===== src/rtl/hub_map_pkg.sv =====
package hub_map_pkg;
  // Number of bytes in the bitmap: one hub position plus one per port.
  function automatic int map_bytes(input int ports);
    return (ports + 8) / 8;
  endfunction

  // Width of the byte-count field, able to hold the full length.
  function automatic int len_bits(input int ports);
    return $clog2(map_bytes(ports) + 1);
  endfunction
endpackage


===== src/rtl/port_flag_merge.sv =====
module port_flag_merge #(
  parameter int NUM_PORTS = 9
) (
  input  logic [NUM_PORTS-1:0] conn_chg,
  input  logic [NUM_PORTS-1:0] en_chg,
  input  logic [NUM_PORTS-1:0] oc_chg,
  output logic [NUM_PORTS-1:0] port_mark
);
  for (genvar p = 0; p < NUM_PORTS; p++) begin : g_port
    assign port_mark[p] = conn_chg[p] | en_chg[p] | oc_chg[p];
  end
endmodule


===== src/rtl/map_pack.sv =====
module map_pack #(
  parameter int NUM_PORTS = 9,
  parameter int MAP_W     = 16
) (
  input  logic [NUM_PORTS-1:0] port_mark,
  output logic [MAP_W-1:0]     map_next,
  output logic                 any_next
);
  // Position 0 is the hub, never set.
  assign map_next[0] = 1'b0;

  for (genvar b = 1; b < MAP_W; b++) begin : g_pos
    if (b <= NUM_PORTS) begin : g_port
      assign map_next[b] = port_mark[b-1];
    end else begin : g_pad
      assign map_next[b] = 1'b0;
    end
  end

  assign any_next = |port_mark;
endmodule


===== src/rtl/change_out_reg.sv =====
module change_out_reg #(
  parameter int MAP_W     = 16,
  parameter int LEN_W     = 2,
  parameter int MAP_BYTES = 2
) (
  input  logic             clk,
  input  logic             rst,
  input  logic [MAP_W-1:0] map_next,
  input  logic             any_next,
  output logic [MAP_W-1:0] map_q,
  output logic [LEN_W-1:0] len_q,
  output logic             any_q,
  output logic             pulse_q
);
  localparam logic [LEN_W-1:0] FULL_LEN = LEN_W'(MAP_BYTES);

  always_ff @(posedge clk) begin
    if (rst) begin
      map_q   <= '0;
      len_q   <= '0;
      any_q   <= 1'b0;
      pulse_q <= 1'b0;
    end else begin
      map_q   <= map_next;
      len_q   <= any_next ? FULL_LEN : '0;
      any_q   <= any_next;
      pulse_q <= any_next & ~any_q;
    end
  end

  // a pulse only with a newly raised change level
  a_r8_pulse_level: assert property (@(posedge clk) disable iff (rst)
    pulse_q |-> (any_q && !$past(any_q)));
  // every rise of the level is accompanied by a pulse
  a_r8_rise_pulse: assert property (@(posedge clk) disable iff (rst)
    $rose(any_q) |-> pulse_q);
  // length agrees with the level
  a_r5_len_match: assert property (@(posedge clk) disable iff (rst)
    len_q == (any_q ? FULL_LEN : '0));
endmodule


===== src/rtl/hub_change_map.sv =====
module hub_change_map
  import hub_map_pkg::*;
#(
  parameter int NUM_PORTS = 9,
  localparam int MAP_BYTES = map_bytes(NUM_PORTS),
  localparam int MAP_W     = 8 * MAP_BYTES,
  localparam int LEN_W     = len_bits(NUM_PORTS)
) (
  input  logic                 clk,
  input  logic                 rst,
  input  logic [NUM_PORTS-1:0] conn_chg,
  input  logic [NUM_PORTS-1:0] en_chg,
  input  logic [NUM_PORTS-1:0] oc_chg,
  output logic [MAP_W-1:0]     chg_map,
  output logic [LEN_W-1:0]     map_len,
  output logic                 any_chg,
  output logic                 chg_pulse
);
  logic [NUM_PORTS-1:0] port_mark;
  logic [MAP_W-1:0]     map_next;
  logic                 any_next;

  port_flag_merge #(.NUM_PORTS(NUM_PORTS)) u_merge (
    .conn_chg (conn_chg),
    .en_chg   (en_chg),
    .oc_chg   (oc_chg),
    .port_mark(port_mark)
  );

  map_pack #(.NUM_PORTS(NUM_PORTS), .MAP_W(MAP_W)) u_pack (
    .port_mark(port_mark),
    .map_next (map_next),
    .any_next (any_next)
  );

  change_out_reg #(.MAP_W(MAP_W), .LEN_W(LEN_W), .MAP_BYTES(MAP_BYTES)) u_out (
    .clk     (clk),
    .rst     (rst),
    .map_next(map_next),
    .any_next(any_next),
    .map_q   (chg_map),
    .len_q   (map_len),
    .any_q   (any_chg),
    .pulse_q (chg_pulse)
  );

  // hub position stays clear
  a_r3_hub_bit_zero: assert property (@(posedge clk) disable iff (rst)
    chg_map[0] == 1'b0);
  // padding above the last port stays clear
  a_r4_pad_zero: assert property (@(posedge clk) disable iff (rst)
    (chg_map >> (NUM_PORTS + 1)) == '0);
  // level matches the registered bitmap
  a_r6_any_map: assert property (@(posedge clk) disable iff (rst)
    any_chg == (chg_map != '0));
endmodule


===== config.mk =====
export PLATFORM = sky130hd
export DESIGN_NAME = hub_change_map
export DESIGN_NICKNAME = d
export VERILOG_FILES = /design/src/rtl/hub_map_pkg.sv /design/src/rtl/port_flag_merge.sv /design/src/rtl/map_pack.sv /design/src/rtl/change_out_reg.sv /design/src/rtl/hub_change_map.sv
export SDC_FILE = /design/constraint.sdc
export NUM_CORES = 1
export LEC_CHECK = 0
export BUFFER_PORTS_ARGS = -buffer_cell sky130_fd_sc_hd__buf_2
export CAP_MARGIN = 0
export CORE_MARGIN = 4
export CORE_UTILIZATION = 35
export DETAILED_ROUTE_END_ITERATION = 7
export GPL_ROUTABILITY_DRIVEN = 0
export PLACE_DENSITY_LB_ADDON = 0.15
export RECOVER_POWER = 100
export SLEW_MARGIN = 20
export SYNTH_ARGS = -nofsm -noshare
export SYNTH_HDL_FRONTEND = slang
export SYNTH_SLANG_ARGS = --single-unit
export TNS_END_PERCENT = 20

===== constraint.sdc =====
create_clock -name clk -period 1.8 [get_ports clk]
set_input_delay 0.09 -clock clk [delete_from_list [all_inputs] [get_ports clk]]
set_output_delay 0.09 -clock clk [all_outputs]
set_load 0.02 [all_outputs]

==> out/results.txt <==
Fin nets: 116
Power per cell area: 859 nW/um^2
Fillers: 125
Mapped cell area: 460 sq um
Critical Path End Type: output port
Final ANT Viol Nets: 0
1st-pass router iterations: 2
CP Launch Type: register
DRC viols: 0
Register area share after synthesis: 47.8%
Final setup violation count: 0
Synthesis warning total: 0
Drt total wl: 1030 um
Worst IR drop on VDD: 471 uV
Synth area leader: dfxtp_1
Antenna violations before repair: 0
Slowest cell on the critical path: dfxtp_1
Worst-case clock buffer depth: 2
TritonCTS clock tree: built
Die ar.: 1960 sq um
Clk slew on worst S/H paths: 0.06 ns
CTS buffer count: 3
Cts hold-fix bufs: 0
Rows: 12
Clk sinks: 11
Gr ovfl total: 0
Global-route wire length before repair: 1410 um
Max cap viols: 0
Crit Path Class: reg2out
Yosys top cell area share: 47.8%
Required time of the critical path: 1.71 ns
Design Area, Final: 602 sq um
Ports: 49
RSZ-0062 raised after global routing: false
Horiz. Die Dim: 44.3 um
Largest net degree at the start of global routing: 12
Crit path max-delay family: flip-flops
Hpwl dp: 884 um
Max Clk Rate: 1060 MHz
DR WL/cell: 10.3 um
Slew Limit Fails: 0
Drt first-iter violations: 2
Total global-route track usage: 10.4%
Share of cells above drive strength 1: 38.4%
Die H: 44.3 um
Pleak: 0.295 nW
Root buf cell: clkbuf_4
Period minus WS final: 0.947 ns
Crit-path max FO: 3
Setup TNS: 0 ns
Inserted Diodes: 0
Final setup skew: 0.000334 ns
Cts repair resizes: 0
Final Hold Viols: 0
Vias in the first global route: 361
Worst Path Arrival: 0.86 ns
Average cell area after synthesis: 10.2 sq um
Cells along the critical path: clkbuf_1
Clk_lat worst skew: 0.26 ns
Status: completed
Synth Register Bits: 11
IO Port Bufs: 40
Area grow syn2layout: 30.7%
Netlist cell types: 12
Min-Delay Path Class: in2reg
Vias/cell: 4.26
Max incr delay on CP: 0.36 ns
Area post-placement: 632 sq um
Buffers and inverters on the worst path: 1
Fin crit share: 52.6%
Setup bufs post-CTS: 0
H-tree levels: 1
Initial Utilization: 39.3%
Mapped Cells: 45
Synth top area cells: dfxtp_1 48%, nor3_2 15%, buf_4 15%
Total vias in the final route: 426
Placeable Area: 1170 sq um
==> state kept, by name, summed over array words and instances (netlist names) <==
register / count
u_out.map_q: 9
u_out.len_q: 1
u_out.pulse_q: 1
==> cell usage in the layout, fill, tap and decap left out <==
| cell type | count |
|---|---|
| buf_2 | 28 |
| and4_4 | 1 |
| conb_1 | 8 |
| and2_1 | 1 |
| nor3_1 | 9 |
| clkbuf_4 | 3 |
| clkbuf_1 | 13 |
| a31oi_1 | 1 |
| dfxtp_1 | 11 |
| and3_4 | 1 |
| a311oi_1 | 1 |
| nor2_1 | 9 |
==> synthesized netlist by cell type <==
cell	instances
a311oi_2	1
conb_1	1
dfxtp_1	11
buf_4	9
and4_4	1
nor3_2	7
nor2_1	9
and3_4	1
buf_2	1
and2_1	1
nor3_1	2
a31oi_1	1
==> layout make-up <==
cell class / count / area (sq um) / area share [%]
Timing Repair Buffer: 40 / 185 / 30.8
Sequential cell: 11 / 220 / 36.6
Multi-Input combinational cell: 31 / 153 / 25.4
Tap cell: 14 / 17.5 / 2.91
Clock buffer: 4 / 26.3 / 4.37
==> metrics by stage <==
stage               util (%)  total power [mW]  instances  setup slack (ns)  hold slack, ns
global route            51.4             0.543        100             0.815          0.0599
detailed placement      54.0             0.375         96             0.921           0.318
global placement        54.0             0.374         96             0.918           0.311
floorplan                  -             0.338         52              1.07           0.166
CTS                     56.2             0.535        100             0.895          0.0441
finish                  51.4             0.517        100             0.853          0.0483
==> cells by family after synthesis <==
| group | Yosys count | share of synthesized area [%] |
|---|---|---|
| buffers and inverters | 10 | 15.8 |
| other | 1 | 0.814 |
| flip-flops | 11 | 47.8 |
| AND/OR/NAND/NOR | 21 | 31.0 |
| AO/OA/AOI/OAI | 2 | 4.62 |
==> routing by layer <==
layer / part of all wire [%] / track usage, % / vias to the layer above
li1: - / - / 215
met1: 33 / 9.34 / 184
met2: 49 / 17.2 / 27
met3: 17 / 8.54 / 0
met4: 0 / 3.61 / 0
met5: 0 / 0 / -
==> path summary, 6_finish.rpt <==
| path | start | endpoint | slack, ns | cells past startpoint |
|---|---|---|---|---|
| setup / recovery | u_out.len_q[1]$_SDFF_PP0_ | map_len[1] | 0.85 | 1 |
| setup reg to reg | u_out.len_q[1]$_SDFF_PP0_ | u_out.pulse_q$_SDFF_PP0_ | 1.21 | 1 |
| hold / removal | oc_chg[3] | u_out.map_q[4]$_SDFF_PP0_ | 0.05 | 3 |
| hold reg to reg | u_out.len_q[1]$_SDFF_PP0_ | u_out.pulse_q$_SDFF_PP0_ | 0.46 | 1 |
==> power by group <==
| group | leakage (nW) | internal, mW | total (mW) | switching (mW) |
|---|---|---|---|---|
| sequential | 0.0926 | 0.259 | 0.263 | 0.00397 |
| combinational | 0.187 | 0.0342 | 0.0951 | 0.0609 |
| clock | 0.0150 | 0.0856 | 0.159 | 0.0734 |
No activity file was read; power rests on OpenSTA's default activity.
